<file path="src/rtl/dbgr_pkg.sv">
`timescale 1ns/1ps
package dbgr_pkg;

    typedef enum logic [1:0] {
        ERR_OK     = 2'd0,
        ERR_ADDR   = 2'd1,
        ERR_ACCESS = 2'd2,
        ERR_CHAIN  = 2'd3
    } err_e;

    typedef enum logic [1:0] {
        CH_CORE  = 2'd0,
        CH_TRACE = 2'd1,
        CH_DEV   = 2'd2,
        CH_MEM   = 2'd3
    } chain_e;

    typedef enum logic [1:0] {
        OP_READ  = 2'd0,
        OP_WRITE = 2'd1,
        OP_CHAIN = 2'd2,
        OP_RSVD  = 2'd3
    } op_e;

    typedef enum logic [1:0] {
        CSEL_DREG = 2'd0,
        CSEL_SPR  = 2'd1,
        CSEL_GPR  = 2'd2,
        CSEL_NONE = 2'd3
    } csel_e;

    typedef enum logic [2:0] {
        TGT_NONE,
        TGT_CORE,
        TGT_ZERO,
        TGT_DEV,
        TGT_MEM,
        TGT_CHAIN
    } tgt_e;

    localparam int unsigned OFF_W     = 11;
    localparam int unsigned GRP_DEBUG = 6;
    localparam int unsigned GRP_CPU   = 0;
    localparam int unsigned NUM_CHAIN = 4;

endpackage

</file>
<file path="src/rtl/dbgr_decode.sv">
`timescale 1ns/1ps
module dbgr_decode
    import dbgr_pkg::*;
#(
    parameter int unsigned ADDR_W    = 16,
    parameter int unsigned MEM_WORDS = 1024,
    parameter int unsigned DEV_NREGS = 4
) (
    input  chain_e              chain,
    input  op_e                 op,
    input  logic [ADDR_W-1:0]   addr,
    output tgt_e                tgt,
    output err_e                err,
    output csel_e               csel,
    output logic [OFF_W-1:0]    coff,
    output logic [ADDR_W+1:0]   mem_baddr
);
    localparam int unsigned GRP_W = ADDR_W - OFF_W;

    logic [GRP_W-1:0] grp;
    logic [OFF_W-1:0] off;
    logic             is_wr;

    assign grp       = addr[ADDR_W-1:OFF_W];
    assign off       = addr[OFF_W-1:0];
    assign is_wr     = (op == OP_WRITE);
    assign mem_baddr = {addr, 2'b00};

    always_comb begin
        tgt  = TGT_NONE;
        err  = ERR_OK;
        csel = CSEL_NONE;
        coff = '0;
        if (op == OP_CHAIN) begin
            tgt = TGT_CHAIN;
        end else if (op == OP_RSVD) begin
            err = ERR_ACCESS;
        end else begin
            unique case (chain)
                CH_TRACE: begin
                    if (is_wr) err = ERR_ACCESS;
                    else       tgt = TGT_ZERO;
                end
                CH_CORE: begin
                    if (grp == GRP_W'(GRP_DEBUG)) begin
                        tgt  = TGT_CORE;
                        csel = CSEL_DREG;
                        coff = off;
                    end else if (grp == GRP_W'(GRP_CPU)) begin
                        if (off == '0 && is_wr) begin
                            err = ERR_ACCESS;
                        end else if (off < 11'd32) begin
                            tgt  = TGT_CORE;
                            csel = CSEL_SPR;
                            coff = off;
                        end else if (off >= 11'h400 && off <= 11'h41F) begin
                            tgt  = TGT_CORE;
                            csel = CSEL_GPR;
                            coff = {6'b0, off[4:0]};
                        end else if (off >= 11'h600 && off <= 11'h61F) begin
                            tgt = TGT_ZERO;
                        end else begin
                            err = ERR_ADDR;
                        end
                    end else begin
                        err = ERR_ADDR;
                    end
                end
                CH_DEV: begin
                    if (addr <= ADDR_W'(DEV_NREGS)) tgt = TGT_DEV;
                    else                            err = ERR_ADDR;
                end
                CH_MEM: begin
                    if ({1'b0, addr} < (ADDR_W+1)'(MEM_WORDS)) tgt = TGT_MEM;
                    else                                        err = ERR_ADDR;
                end
                default: err = ERR_ADDR;
            endcase
        end
    end

endmodule

</file>
<file path="src/rtl/dbgr_devregs.sv">
`timescale 1ns/1ps
module dbgr_devregs #(
    parameter int unsigned DEV_NREGS = 4,
    parameter int unsigned IDX_W     = $clog2(DEV_NREGS + 1)
) (
    input  logic             clk,
    input  logic             rst_n,
    input  logic             wr_en,
    input  logic [IDX_W-1:0] idx,
    input  logic [31:0]      wdata,
    output logic [31:0]      rdata,
    output logic             cpu_reset_hold,
    output logic             cpu_stall_req,
    output logic             cpu_reset_pulse
);
    typedef struct packed {
        logic [DEV_NREGS-1:0][31:0] scr;
        logic                       hold;
        logic                       stall;
        logic                       pulse;
    } dev_st_t;

    dev_st_t st_d, st_q;
    logic    is_ctrl;

    assign is_ctrl = (idx == IDX_W'(DEV_NREGS));

    always_comb begin
        st_d       = st_q;
        st_d.pulse = 1'b0;
        if (wr_en) begin
            if (is_ctrl) begin
                st_d.hold  = wdata[0];
                st_d.stall = wdata[1];
                st_d.pulse = st_q.hold & ~wdata[0];
            end else begin
                for (int i = 0; i < int'(DEV_NREGS); i++) begin
                    if (idx == IDX_W'(i)) st_d.scr[i] = wdata;
                end
            end
        end
    end

    always_ff @(posedge clk or negedge rst_n) begin
        if (!rst_n) st_q <= '0;
        else        st_q <= st_d;
    end

    always_comb begin
        rdata = '0;
        if (is_ctrl) begin
            rdata = {30'b0, st_q.stall, st_q.hold};
        end else begin
            for (int i = 0; i < int'(DEV_NREGS); i++) begin
                if (idx == IDX_W'(i)) rdata = st_q.scr[i];
            end
        end
    end

    assign cpu_reset_hold  = st_q.hold;
    assign cpu_stall_req   = st_q.stall;
    assign cpu_reset_pulse = st_q.pulse;

    // the one-shot only follows a 1->0 change of the hold bit
    a_r11_pulse_on_fall: assert property (@(posedge clk) disable iff (!rst_n)
        cpu_reset_pulse |-> ($past(cpu_reset_hold) && !cpu_reset_hold));

    // control outputs change only after a write
    a_r10_ctrl_needs_write: assert property (@(posedge clk) disable iff (!rst_n)
        !$past(wr_en) |-> ($stable(cpu_reset_hold) && $stable(cpu_stall_req)));

    // the one-shot never lasts two cycles
    a_r11_single_cycle: assert property (@(posedge clk) disable iff (!rst_n)
        cpu_reset_pulse |=> !cpu_reset_pulse);

endmodule

</file>
<file path="src/rtl/dbgr_memseq.sv">
`timescale 1ns/1ps
module dbgr_memseq #(
    parameter int unsigned BADDR_W = 18
) (
    input  logic               clk,
    input  logic               rst_n,
    input  logic               start,
    input  logic               we,
    input  logic [BADDR_W-1:0] baddr,
    input  logic [31:0]        wdata,
    output logic               mem_valid,
    output logic               mem_we,
    output logic [BADDR_W-1:0] mem_addr,
    output logic [7:0]         mem_wdata,
    input  logic [7:0]         mem_rdata,
    output logic               last,
    output logic [31:0]        word_nxt
);
    localparam int unsigned BEATS = 4;
    localparam int unsigned CNT_W = $clog2(BEATS);

    typedef struct packed {
        logic               active;
        logic               we;
        logic [CNT_W-1:0]   cnt;
        logic [BADDR_W-1:0] addr;
        logic [31:0]        word;
    } seq_st_t;

    seq_st_t sq_d, sq_q;

    always_comb begin
        sq_d = sq_q;
        if (sq_q.active) begin
            sq_d.word = {sq_q.word[23:0], sq_q.we ? 8'h00 : mem_rdata};
            sq_d.addr = sq_q.addr + 1'b1;
            sq_d.cnt  = sq_q.cnt + 1'b1;
            if (sq_q.cnt == CNT_W'(BEATS - 1)) sq_d.active = 1'b0;
        end else if (start) begin
            sq_d.active = 1'b1;
            sq_d.we     = we;
            sq_d.cnt    = '0;
            sq_d.addr   = baddr;
            sq_d.word   = we ? wdata : 32'h0;
        end
    end

    always_ff @(posedge clk or negedge rst_n) begin
        if (!rst_n) sq_q <= '0;
        else        sq_q <= sq_d;
    end

    assign mem_valid = sq_q.active;
    assign mem_we    = sq_q.active & sq_q.we;
    assign mem_addr  = sq_q.addr;
    assign mem_wdata = sq_q.word[31:24];
    assign last      = sq_q.active && (sq_q.cnt == CNT_W'(BEATS - 1));
    assign word_nxt  = sq_d.word;

    // beats walk upward one byte at a time
    a_r12_addr_step: assert property (@(posedge clk) disable iff (!rst_n)
        (mem_valid && !last) |=> (mem_valid && mem_addr == $past(mem_addr) + 1'b1));

    // no new transfer is launched over a running one
    a_r14_no_overlap: assert property (@(posedge clk) disable iff (!rst_n)
        start |-> !mem_valid);

    // direction of a transfer holds for all its beats
    a_r12_dir_stable: assert property (@(posedge clk) disable iff (!rst_n)
        (mem_valid && !last) |=> $stable(mem_we));

endmodule

</file>
<file path="src/rtl/dbgr_top.sv">
`timescale 1ns/1ps
module dbgr_top
    import dbgr_pkg::*;
#(
    parameter int unsigned ADDR_W    = 16,
    parameter int unsigned MEM_WORDS = 1024,
    parameter int unsigned DEV_NREGS = 4,
    parameter int unsigned NPC_OFF   = 16
) (
    input  logic              clk,
    input  logic              rst_n,
    input  logic              req_valid,
    input  logic [1:0]        req_op,
    input  logic [ADDR_W-1:0] req_addr,
    input  logic [31:0]       req_wdata,
    output logic              rsp_done,
    output logic [1:0]        rsp_err,
    output logic [31:0]       rsp_rdata,
    output logic              core_re,
    output logic              core_we,
    output logic [1:0]        core_sel,
    output logic [10:0]       core_addr,
    output logic [31:0]       core_wdata,
    input  logic [31:0]       core_rdata,
    output logic              npc_clear,
    output logic              mem_valid,
    output logic              mem_we,
    output logic [ADDR_W+1:0] mem_addr,
    output logic [7:0]        mem_wdata,
    input  logic [7:0]        mem_rdata,
    output logic              cpu_reset_hold,
    output logic              cpu_stall_req,
    output logic              cpu_reset_pulse
);
    localparam int unsigned BADDR_W = ADDR_W + 2;
    localparam int unsigned IDX_W   = $clog2(DEV_NREGS + 1);

    typedef struct packed {
        chain_e      chain;
        logic        busy;
        logic        done;
        err_e        err;
        logic [31:0] rdata;
    } top_st_t;

    top_st_t tq_d, tq_q;

    op_e                op;
    tgt_e               tgt;
    err_e               dec_err;
    csel_e              csel;
    logic [OFF_W-1:0]   coff;
    logic [BADDR_W-1:0] mem_baddr;
    logic               accept;
    logic               is_rd;
    logic               is_wr;
    logic               dev_wr;
    logic [31:0]        dev_rdata;
    logic               mem_start;
    logic               mem_last;
    logic [31:0]        mem_word_nxt;

    assign op     = op_e'(req_op);
    assign accept = req_valid & ~tq_q.busy;
    assign is_rd  = (op == OP_READ);
    assign is_wr  = (op == OP_WRITE);

    dbgr_decode #(
        .ADDR_W    (ADDR_W),
        .MEM_WORDS (MEM_WORDS),
        .DEV_NREGS (DEV_NREGS)
    ) i_decode (
        .chain     (tq_q.chain),
        .op        (op),
        .addr      (req_addr),
        .tgt       (tgt),
        .err       (dec_err),
        .csel      (csel),
        .coff      (coff),
        .mem_baddr (mem_baddr)
    );

    assign dev_wr    = accept && (tgt == TGT_DEV) && is_wr;
    assign mem_start = accept && (tgt == TGT_MEM);

    dbgr_devregs #(
        .DEV_NREGS (DEV_NREGS),
        .IDX_W     (IDX_W)
    ) i_devregs (
        .clk             (clk),
        .rst_n           (rst_n),
        .wr_en           (dev_wr),
        .idx             (req_addr[IDX_W-1:0]),
        .wdata           (req_wdata),
        .rdata           (dev_rdata),
        .cpu_reset_hold  (cpu_reset_hold),
        .cpu_stall_req   (cpu_stall_req),
        .cpu_reset_pulse (cpu_reset_pulse)
    );

    dbgr_memseq #(
        .BADDR_W (BADDR_W)
    ) i_memseq (
        .clk       (clk),
        .rst_n     (rst_n),
        .start     (mem_start),
        .we        (is_wr),
        .baddr     (mem_baddr),
        .wdata     (req_wdata),
        .mem_valid (mem_valid),
        .mem_we    (mem_we),
        .mem_addr  (mem_addr),
        .mem_wdata (mem_wdata),
        .mem_rdata (mem_rdata),
        .last      (mem_last),
        .word_nxt  (mem_word_nxt)
    );

    always_comb begin
        tq_d      = tq_q;
        tq_d.done = 1'b0;
        if (tq_q.busy && mem_last) begin
            tq_d.busy  = 1'b0;
            tq_d.done  = 1'b1;
            tq_d.err   = ERR_OK;
            tq_d.rdata = mem_we ? 32'h0 : mem_word_nxt;
        end else if (accept) begin
            tq_d.done  = 1'b1;
            tq_d.err   = dec_err;
            tq_d.rdata = 32'h0;
            unique case (tgt)
                TGT_CHAIN: begin
                    if (req_wdata < 32'(NUM_CHAIN)) tq_d.chain = chain_e'(req_wdata[1:0]);
                    else                            tq_d.err   = ERR_CHAIN;
                end
                TGT_CORE: if (is_rd) tq_d.rdata = core_rdata;
                TGT_DEV:  if (is_rd) tq_d.rdata = dev_rdata;
                TGT_MEM: begin
                    tq_d.done = 1'b0;
                    tq_d.busy = 1'b1;
                end
                default: ;
            endcase
        end
    end

    always_ff @(posedge clk or negedge rst_n) begin
        if (!rst_n) tq_q <= '0;
        else        tq_q <= tq_d;
    end

    assign core_re    = accept && (tgt == TGT_CORE) && is_rd;
    assign core_we    = accept && (tgt == TGT_CORE) && is_wr;
    assign core_sel   = csel;
    assign core_addr  = coff;
    assign core_wdata = req_wdata;
    assign npc_clear  = core_we && (csel == CSEL_SPR) && (coff == OFF_W'(NPC_OFF));

    assign rsp_done  = tq_q.done;
    assign rsp_err   = tq_q.err;
    assign rsp_rdata = tq_q.rdata;

    // an error completion never carries data
    a_r2_err_no_data: assert property (@(posedge clk) disable iff (!rst_n)
        (rsp_done && rsp_err != 2'd0) |-> (rsp_rdata == 32'h0));

    // a write never reaches special register offset 0
    a_r6_no_write_off0: assert property (@(posedge clk) disable iff (!rst_n)
        (core_we && core_sel == 2'd1) |-> (core_addr != 11'd0));

    // memory beats stay inside the valid range
    a_r13_mem_in_range: assert property (@(posedge clk) disable iff (!rst_n)
        mem_valid |-> ({1'b0, mem_addr} < (BADDR_W+1)'(MEM_WORDS * 4)));

    // core strobes stay quiet during a memory transfer
    a_r14_quiet_when_busy: assert property (@(posedge clk) disable iff (!rst_n)
        mem_valid |-> (!core_re && !core_we && !npc_clear));

    // a memory transfer completes right after its last beat
    a_r2_done_after_last: assert property (@(posedge clk) disable iff (!rst_n)
        (mem_valid && mem_addr[1:0] == 2'd3) |=> rsp_done);

endmodule

</file>
<file path="config.mk">
export PLATFORM = sky130hd
export DESIGN_NAME = dbgr_top
export DESIGN_NICKNAME = d
export VERILOG_FILES = /design/src/rtl/dbgr_pkg.sv /design/src/rtl/dbgr_decode.sv /design/src/rtl/dbgr_devregs.sv /design/src/rtl/dbgr_memseq.sv /design/src/rtl/dbgr_top.sv
export SDC_FILE = /design/constraint.sdc
export NUM_CORES = 1
export LEC_CHECK = 0
export ABC_CLOCK_PERIOD_IN_PS = 2009
export BUFFER_PORTS_ARGS = -buffer_cell sky130_fd_sc_hd__buf_2
export CAP_MARGIN = 20
export CORE_AREA = 2 2 143 215
export CTS_CLUSTER_SIZE = 28
export DETAILED_ROUTE_END_ITERATION = 8
export DIE_AREA = 0 0 145 217
export PLACE_DENSITY_LB_ADDON = 0.05
export RECOVER_POWER = 100
export SKIP_CTS_REPAIR_TIMING = 1
export SYNTH_ARGS = -nofsm -noshare
export SYNTH_HDL_FRONTEND = slang
export SYNTH_SLANG_ARGS = --single-unit
</file>
<file path="constraint.sdc">
create_clock -name clk -period 2.01 [get_ports clk]
set_input_delay 0.201 -clock clk [delete_from_list [all_inputs] [get_ports clk]]
set_output_delay 0.201 -clock clk [all_outputs]
set_load 0.005 [all_outputs]
</file>
==> results of run 1 <==
==> cell usage after synthesis, drive strengths merged, types with 3 or more instances <==
cell type  number  area share (%)
a22o           30             3.0
nand2          77             2.5
a32oi          25             1.9
a211o          25             1.9
nor3           11            0.51
a21oi          37             1.6
a22oi           4            0.26
nand4           7            0.37
mux2          132              15
dfrtp         223              48
nor2           18            0.58
o21ai           9            0.38
or3             7            0.37
mux2i           5            0.43
nand2b          5            0.27
nand3          26             1.1
inv            31            0.99
buf           117             7.5
nor4           15             1.0
o211ai         10            0.64
mux4           31             6.0
and3           14            0.75
nor2b           3            0.16
nor3b           3            0.29
and2           32             1.7
clkbuf         33             1.1
a221o           8            0.68
==> cell type report <==
cell class | instances | area [um^2] | share of cell area, %
antenna | 1 | 2.50 | 0.0158
tap | 400 | 500 | 3.17
timing repair buffer | 408 | 3050 | 19.3
clock buffer | 37 | 711 | 4.50
sequential | 223 | 5580 | 35.3
inverter | 31 | 116 | 0.736
clock inverter | 4 | 70.1 | 0.443
multi-input combinational | 559 | 5770 | 36.5
==> path summary, 6_finish.rpt <==
| check | from | end | slack (ns) | cells after the start |
|---|---|---|---|---|
| worst max register to register | tq_q[37]$_DFFE_PN0P_ | i_devregs.st_q[75]$_DFFE_PN0P_ | -0.28 | 6 |
| worst min-delay path | req_addr[8] | i_memseq.mem_addr[10]$_DFFE_PN0P_ | 0.007 | 4 |
| max in group asynchronous | rst_n | i_memseq.sq_q[0]$_DFF_PN0_ | 0.15 | 3 |
| min in group asynchronous | rst_n | i_devregs.st_q[124]$_DFFE_PN0P_ | 0.54 | 2 |
| worst min register to register | i_memseq.sq_q[50]$_DFFE_PN0P_ | i_memseq.sq_q[50]$_DFFE_PN0P_ | 0.48 | 1 |
| worst max-delay path | tq_q[37]$_DFFE_PN0P_ | i_devregs.st_q[75]$_DFFE_PN0P_ | -0.28 | 6 |
==> power groups by stage <==
stage	clock network, mW	logic (mW)	registers [mW]
floorplan	0	0.216	4.62
global route	4.84	0.793	4.56
global placement	0	0.665	4.63
CTS	4.63	0.666	4.55
finish	4.54	0.724	4.56
detailed placement	0	0.665	4.63
==> cells by family (layout without fill, tap and decap cells) <==
| kind of cell | count (synthesis) | after routing |
|---|---|---|
| simple gates | 232 | 232 |
| flops | 223 | 223 |
| buf+inv | 181 | 480 |
| mux | 168 | 168 |
| compound gates | 157 | 157 |
| fa+ha+maj | 2 | 2 |
| other cells | 0 | 1 |
==> worst reg2reg max path: stages (launching register included) <==
cell and delay (ns):
sky130_fd_sc_hd__dfrtp_1 0.35, sky130_fd_sc_hd__or3b_4 0.40, sky130_fd_sc_hd__nor4_4 0.18, sky130_fd_sc_hd__nand4b_1 0.23, sky130_fd_sc_hd__or3_4 0.49, sky130_fd_sc_hd__clkbuf_16 0.23
sky130_fd_sc_hd__mux2_4 0.30
==> flip-flops by register name, indices dropped and copies added (netlist names) <==
signal / flops
i_memseq.mem_wdata: 8
rsp_err: 2
rsp_done: 1
rsp_rdata: 32
i_devregs.cpu_reset_pulse: 1
i_memseq.mem_addr: 18
i_memseq.sq_q: 27
i_devregs.cpu_reset_hold: 1
i_devregs.cpu_stall_req: 1
i_devregs.st_q: 128
i_memseq.mem_valid: 1
tq_q: 3
==> through the flow <==
| step | instance area (um^2) | hold WS, ns |
|---|---|---|
| 2_1_floorplan | 11800 | -0.0946 |
| 3_3_place_gp | 13500 | 0.152 |
| 3_5_place_dp | 13500 | 0.149 |
| 4_1_cts | 14300 | -0.399 |
| 5_1_grt | 15800 | 0.0164 |
| 6_report | 15800 | 0.00718 |
==> metal layers <==
metal  vias to the layer above  global-route usage [%]
li1                       4002                       -
met3                        51                    2.64
met5                         -                       0
met2                       188                    38.6
met4                         0                    5.31
met1                      4502                    27.8
==> impl_metrics.ini, run 1 <==
[outcome]
run_status = finished, violations left
failed_checks = setup timing

[clock_network]
insertion_delay_ns = 0.52
cts_max_path_bufs = 3
cts.reportedPaths.clkPinSlew_ns = 0.06
cts_root_buf = sky130_fd_sc_hd__clkbuf_16
clock_sink_count = 223
htreeDepth = 1
tritoncts_clock_tree = yes
cts-buffers-inserted = 25

[sta]
timing_worst_slew_pin_value_ns = 1.35
maxSlewHeadroom_pct = 9.95
finalSetupTns_ns = -21.87
grt_setup_unrepaired = yes
max_freq_mhz = 436
timing.final.crit_period_ns = 2.29
post-route-worst-setup-slack_ns = -0.284
setup_violations = 166
slew_violations = 0
post-route-period-util_pct = 114
final-hold-violation-count = 0
final.setup_skew_ns = 0.00829

[pwr]
finalPower_mw = 9.82
p_clk_share_pct = 46.2
power-per-cell-area_nw_per_um2 = 622
internal-power_mw = 7.50
p_comb_share_pct = 7.4
ir_worst_vdd_mv = 0.586
power.share.switching_pct = 23.7
pwr-share-seq_pct = 46.4
power.switching_mw = 2.32
static-leakage-power_nw = 7.88

[grt]
first_global_vias = 8703
pin_count_of_the_biggest_net_entering_global_routing = 65
grt.overflow.total = 0
gr-usage-all-layers_pct = 21.6
grt_pass1_wl_mm = 52.7
antenna_found_initial = 1

[routing]
route.detailed.drc = 0
drt.antenna.violating_nets = 0
detailroute.via_count = 8743
wire_per_inst_um = 22.8
met1_wl_mm = 16.2
drt-vias-per-instance = 5.26
detail_route.first_pass.iterations = 4
detailroute.wirelength.met2_mm = 19.6
wl_met3_mm = 1.25
drt-initial-drc-count = 462
top_signal_layer_used = met4
drt-total-wl_mm = 38.0

[synth]
post_synth.cell_area_avg_um2 = 12.2
ys_types = 58
syn_nets = 1058
synth-compound-area-share_pct = 10.9
synth.mux.area_fraction_pct = 21.0
combinational_family_with_the_most_area_after_synthesis = multiplexers
leading_register_cell_type_out_of_synthesis = sky130_fd_sc_hd__dfrtp_1
postSynthCellCount = 963
synthXorXnorAreaFrac_pct = 0
mappedNetlistArea_um2 = 11700
synth-warning-count = 0
synth_simple_gate_area_share_pct = 10.7
synth_seq_cells = 223
synth_fa_ha_area_share_pct = 0.214
synth_edf_count = 0
seq_area_frac_synth_pct = 47.7
async_reset_ff_share_pct = 100

[placement]
post-place-ws_ns = -0.525
post-dp-hpwl_mm = 23.9
portBuffers = 206
globalplace.congestion = 0.792
placed_cells = 1547

[setup_path]
cp.buffers_inverters = 1
crit_type = reg -> reg
cp_data_required_time_ns = 2.41
cp_data_arrival_time_ns = 2.70
cp_slowest_stage_delay_ns = 0.49
worst_path_dominant_cell_family = simple AND/OR/NAND/NOR gates
endpoint_kind = flip-flop
worstPathCellList = or3b_4 > nor4_4 > nand4b_1 > or3_4 > clkbuf_16 > mux2_4
cp_max_fo = 6
cell_with_the_largest_stage_delay_on_the_worst_path = sky130_fd_sc_hd__or3_4
timing.critical_path.from_type = flip-flop

[final_layout]
layout_common_cells = 223 x sky130_fd_sc_hd__dfrtp_1, 172 x sky130_fd_sc_hd__buf_2, 119 x sky130_fd_sc_hd__mux2_4, 78 x sky130_fd_sc_hd__buf_4, 72 x sky130_fd_sc_hd__nand2_1
design.final.nets = 1343
finish.cell_count_without_fillers = 1663
layout_commonest_cell = sky130_fd_sc_hd__dfrtp_1
finalCoreUtilization_pct = 53.1
fillCellCount = 2625
drive_above_1_share_pct = 47.4
flow.area_growth_from_synthesis_pct = 35.0

[die]
core.rowCount = 78
floorplan.io_pins = 207
die_width_um = 145
die_area_um2 = 31500
floorplan.initialDensity_pct = 39.3
fp.dieH_um = 217
coreArea_um2 = 29800

[flow_run]
maxCapViolCount = 0

[hold_path]
holdCritPathClass = in -> reg
Power figures use the tool's default switching activity.
==> run 2, diff against run 1 <==
Settings changed: CAP_MARGIN 20 to 0, REMOVE_ABC_BUFFERS set to 1.
==> impl_metrics.ini, run 2 (same netlist as run 1, synthesis figures left out) <==
[outcome]
run_status = finished, violations left
failed_checks = setup timing

[grt]
gr-usage-met2_pct = 39.5
grt_pass1_wl_mm = 54.7
global_route.usage.met3_pct = 3.25
pin_count_of_the_biggest_net_entering_global_routing = 75
grt_busiest_layer = met2
grt.overflow.total = 0
grtUsageMet1_pct = 29.3
first_global_vias = 8916
gr-usage-all-layers_pct = 22.5
antenna_found_initial = 0

[clock_network]
cts-buffers-inserted = 24
clock_sink_count = 223
tritoncts_clock_tree = yes
insertion_delay_ns = 0.54
htreeDepth = 1
cts.reportedPaths.clkPinSlew_ns = 0.06
cts_max_path_bufs = 3
cts_root_buf = sky130_fd_sc_hd__clkbuf_16

[hold_path]
holdCritPathClass = in -> reg

[placement]
post-dp-hpwl_mm = 25.0
globalplace.congestion = 0.789
portBuffers = 206
placed_cells = 1560
post-place-ws_ns = -0.580

[pwr]
finalPower_mw = 9.82
ir_worst_vdd_mv = 0.675
static-leakage-power_nw = 7.74
power-per-cell-area_nw_per_um2 = 643

[final_layout]
flow.area_growth_from_synthesis_pct = 30.4
design.final.nets = 1342
n_antenna_cell = 0
layout_common_cells = 223 x sky130_fd_sc_hd__dfrtp_1, 166 x sky130_fd_sc_hd__buf_2, 94 x sky130_fd_sc_hd__mux2_4, 84 x sky130_fd_sc_hd__buf_4, 76 x sky130_fd_sc_hd__nand2_1
layout_commonest_cell = sky130_fd_sc_hd__dfrtp_1
finish.cell_count_without_fillers = 1664
max_flop_register = i_devregs.st_q
drive_above_1_share_pct = 43.4
largest_register_ff_count = 128

[setup_path]
crit_path_start = req_addr[5]
timing.critical_path.from_type = input pin
r2r-start = tq_q[37]$_DFFE_PN0P_
worst_setup_path_endpoint = core_re
endpoint_kind = output pin
cp_data_arrival_time_ns = 2.16
endpoint_of_the_lowest_slack_register_to_register_path = i_devregs.st_q[96]$_DFFE_PN0P_
r2r_cells = 7
cp_data_required_time_ns = 1.81
cp_max_fo = 9
rrSetupSlack_ns = -0.29
crit_type = in -> out

[sta]
setup_violations = 192
final-hold-violation-count = 0
slew_violations = 0
grt_setup_unrepaired = yes
timing.final.crit_period_ns = 2.36
post-route-period-util_pct = 117
max_freq_mhz = 424
final.setup_skew_ns = 0.0164
maxSlewHeadroom_pct = 27.1
post-route-worst-setup-slack_ns = -0.347
timing_worst_slew_pin_value_ns = 1.09

[die]
die_width_um = 145
coreArea_um2 = 29800
fp.dieH_um = 217
die_area_um2 = 31500
floorplan.initialDensity_pct = 39.3
floorplan.io_pins = 207
core.rowCount = 78

[routing]
drt-total-wl_mm = 38.0
drt-initial-drc-count = 418
route.detailed.drc = 0
drt-vias-per-instance = 5.32
detailroute.via_count = 8845
wire_per_inst_um = 22.9
drt.antenna.violating_nets = 0
detail_route.first_pass.iterations = 4

[flow_run]
maxCapViolCount = 0
[run 2: how the worst min path moves through the flow]
stage / from / to / slack (ns) / cells past startpoint
floorplan: rst_n / i_devregs.cpu_reset_hold$_DFFE_PN0P_ / -0.09 / 0
global placement: rst_n / i_memseq.mem_wdata[5]$_DFF_PN0_ / 0.25 / 1
detailed placement: rst_n / i_memseq.mem_wdata[5]$_DFF_PN0_ / 0.24 / 1
CTS: rst_n / rsp_rdata[21]$_DFFE_PN0P_ / -0.33 / 1
global route: core_rdata[16] / rsp_rdata[16]$_DFFE_PN0P_ / 0.01 / 4
finish: req_addr[6] / i_memseq.mem_addr[8]$_DFFE_PN0P_ / 0.006 / 4
[run 2: routing by layer]
layer | share of wire [%] | vias to the layer above
li1 | - | 4002
met1 | 43 | 4557
met2 | 51 | 238
met3 | 4.2 | 48
met4 | 2.1 | 0
met5 | 0 | -
[run 2: worst max-delay path, stage by stage]
cell and delay [ns]:
sky130_fd_sc_hd__buf_6 0.09, sky130_fd_sc_hd__or4_4 0.55, sky130_fd_sc_hd__buf_6 0.14, sky130_fd_sc_hd__buf_6 0.12, sky130_fd_sc_hd__nor4_4 0.30, sky130_fd_sc_hd__a21oi_2 0.15
sky130_fd_sc_hd__nor4_4 0.30, sky130_fd_sc_hd__buf_12 0.17, sky130_fd_sc_hd__buf_2 0.11
[run 2: through the flow]
| stage | TNS, ns | utilization [%] | instance area, um^2 | hold slack, ns |
|---|---|---|---|---|
| global route | -46.91 | 51.3 | 15300 | 0.0133 |
| global placement | -86.09 | 45.9 | 13700 | 0.251 |
| CTS | -47.68 | 48.6 | 14500 | -0.331 |
| detailed placement | -84.92 | 45.9 | 13700 | 0.241 |
| finish | -30.35 | 51.3 | 15300 | 0.00605 |
| floorplan | -188.07 | - | 10700 | -0.0946 |
[run 2: area by class of cell]
| type | count | area, um^2 |
|---|---|---|
| inverters | 31 | 116 |
| clock buffers | 36 | 706 |
| clock inverters | 7 | 96.3 |
| multi-input cells | 559 | 5340 |
| well taps | 400 | 500 |
| repair buffers | 408 | 2930 |
| fillers | 2712 | 14500 |
| flip-flops and latches | 223 | 5580 |
[run 2: where the power goes]
| group | internal [mW] | leakage, nW | switching, mW |
|---|---|---|---|
| Sequential | 4.52 | 2.97 | 0.0295 |
| Combinational | 0.298 | 4.38 | 0.408 |
| Clock | 2.68 | 0.397 | 1.89 |
| Total | 7.50 | 7.74 | 2.32 |
==> run 3, diff against run 2 <==
Settings changed: ABC_CLOCK_PERIOD_IN_PS 2009 to 1960, CORE_AREA 2 2 143 215 to 2 2 127 191, DIE_AREA 0 0 145 217 to 0 0 129 193.
Clock period 2.01 ns to 1.96 ns, I/O delays scaled along.
==> impl_metrics.ini, run 3 (same netlist as run 1, synthesis figures left out) <==
[outcome]
run_status = finished, violations left
failed_checks = capacitance limit, slew limit, setup timing

[clock_network]
cts_root_buf = sky130_fd_sc_hd__clkbuf_16
tritoncts_clock_tree = yes
cts-buffers-inserted = 24
cts.reportedPaths.clkPinSlew_ns = 0.06
clock_sink_count = 223
insertion_delay_ns = 0.53
htreeDepth = 1
cts_max_path_bufs = 3

[hold_path]
startpoint_of_the_tightest_hold_check_path = req_addr[2]
holdCritPathClass = in -> reg
hold_path_depth = 3
holdPathEnd = i_memseq.mem_addr[4]$_DFFE_PN0P_

[setup_path]
timing.critical_path.depth = 7
timing.critical_path.from_type = flip-flop
cp_slowest_stage_delay_ns = 0.54
cp.buffers_inverters = 4
cp_max_fo = 16
cell_with_the_largest_stage_delay_on_the_worst_path = sky130_fd_sc_hd__or3_1
worst_path_dominant_cell_family = simple AND/OR/NAND/NOR gates
endpoint_of_the_lowest_slack_register_to_register_path = i_devregs.st_q[22]$_DFFE_PN0P_
r2r-start = tq_q[36]$_DFFE_PN0P_
worstPathCellList = clkbuf_1 > clkbuf_1 > or3_1 > nor3b_4 > buf_4 > clkbuf_16 > mux2_2
cp_data_required_time_ns = 2.37
cp_data_arrival_time_ns = 2.72
r2r_cells = 7
crit_path_frequent_cell = sky130_fd_sc_hd__clkbuf_1
endpoint_kind = flip-flop
crit_type = reg -> reg
rrSetupSlack_ns = -0.36

[final_layout]
design.final.nets = 1367
fillCellCount = 1814
finalInstanceArea_um2 = 15800
layout_commonest_cell = sky130_fd_sc_hd__dfrtp_1
max_flop_register = i_devregs.st_q
finalCoreUtilization_pct = 67.7
drive_above_1_share_pct = 47.4
largest_register_ff_count = 128
layout_common_cells = 223 x sky130_fd_sc_hd__dfrtp_1, 152 x sky130_fd_sc_hd__buf_2, 92 x sky130_fd_sc_hd__mux2_4, 88 x sky130_fd_sc_hd__buf_4, 85 x sky130_fd_sc_hd__clkbuf_1
flow.area_growth_from_synthesis_pct = 35.3
n_antenna_cell = 0

[die]
core.rowCount = 69
die_area_um2 = 24900
coreArea_um2 = 23400
die_width_um = 129
floorplan.initialDensity_pct = 50.0
fp.dieH_um = 193
floorplan.io_pins = 207

[sta]
post-route-period-util_pct = 118
whs_ns = 0.0140
timing_worst_slew_pin_value_ns = 1.59
max_freq_mhz = 432
slew_violations = 57
timing.final.crit_period_ns = 2.32
final.setup_skew_ns = 0.0190
maxSlewHeadroom_pct = -6.06
post-route-worst-setup-slack_ns = -0.357
grt_setup_unrepaired = yes
setup_violations = 228
final-hold-violation-count = 0

[placement]
post-place-ws_ns = -0.598
portBuffers = 206
globalplace.congestion = 0.865
placed_standard_cell_area_um2 = 13500
post-dp-hpwl_mm = 23.1

[grt]
pin_count_of_the_biggest_net_entering_global_routing = 59
grt.overflow.total = 0
antenna_found_initial = 0
gr-usage-all-layers_pct = 26.3
grt_pass1_wl_mm = 49.8
first_global_vias = 8583

[pwr]
static-leakage-power_nw = 7.92
ir_worst_vdd_mv = 0.664
power-per-cell-area_nw_per_um2 = 619

[routing]
drt.antenna.violating_nets = 0
wire_per_inst_um = 22.8
route.detailed.drc = 0
drt-vias-per-instance = 5.61
drt-initial-drc-count = 533
detailroute.via_count = 9019
detail_route.first_pass.iterations = 5
drt-total-wl_mm = 36.6

[flow_run]
maxCapViolCount = 1
-- run 3: cell count changes in the layout (fill, tap and decap cells not counted), sizes merged --
cell	change
bufinv	-2
a31oi	+1
clkbuf	+15
buf	+9
clkinvlp	+1
-- run 3: cell type report --
class / count / area, um^2 / share of cell area (%)
Clock inverter: 6 / 47.5 / 0.300
Inverter: 31 / 116 / 0.735
Sequential cell: 223 / 5580 / 35.2
Clock buffer: 36 / 706 / 4.46
Timing Repair Buffer: 432 / 3280 / 20.7
Multi-Input combinational cell: 560 / 5710 / 36.0
Tap cell: 319 / 399 / 2.52
-- run 3: worst max path at each step --
stage,from,end,slack [ns]
floorplan,tq_q[37]$_DFFE_PN0P_,i_memseq.sq_q[1]$_DFF_PN0_,-1.25
finish,tq_q[36]$_DFFE_PN0P_,i_devregs.st_q[22]$_DFFE_PN0P_,-0.36
detailed placement,req_addr[8],i_devregs.st_q[21]$_DFFE_PN0P_,-0.60
global placement,req_addr[8],i_devregs.st_q[26]$_DFFE_PN0P_,-0.58
global route,tq_q[37]$_DFFE_PN0P_,i_devregs.st_q[22]$_DFFE_PN0P_,-0.44
CTS,tq_q[37]$_DFFE_PN0P_,i_devregs.st_q[71]$_DFFE_PN0P_,-0.57
-- run 3: power breakdown --
group | switching [mW] | total (mW) | leakage [nW] | internal (mW)
clock | 1.90 | 4.39 | 0.369 | 2.49
sequential | 0.0356 | 4.67 | 2.97 | 4.64
combinational | 0.426 | 0.746 | 4.58 | 0.319
total | 2.37 | 9.81 | 7.92 | 7.44
-- run 3: worst reg2reg max path, cell delays in order, from the launching register on --
cell and delay [ns]:
sky130_fd_sc_hd__dfrtp_1 0.39, sky130_fd_sc_hd__clkbuf_1 0.14, sky130_fd_sc_hd__clkbuf_1 0.15, sky130_fd_sc_hd__or3_1 0.54, sky130_fd_sc_hd__nor3b_4 0.25, sky130_fd_sc_hd__buf_4 0.17
sky130_fd_sc_hd__clkbuf_16 0.20, sky130_fd_sc_hd__mux2_2 0.37
-- run 3: through the flow --
stage / instances / power, mW / setup TNS (ns)
after floorplan: 813 / 4.86 / -198.62
after CTS: 1520 / 9.78 / -49.63
final: 1607 / 9.81 / -50.48
after global routing: 1607 / 10.1 / -73.52
after global placement: 1478 / 5.42 / -87.07
after detailed placement: 1478 / 5.43 / -89.83
-- run 3: layer usage --
layer,global-route usage [%],share of wire (%),vias up
met1,33.7,41,4644
met3,3.67,4.1,58
li1,-,-,4057
met2,46.2,52,260
met5,0,0,-
met4,8.49,3.2,0
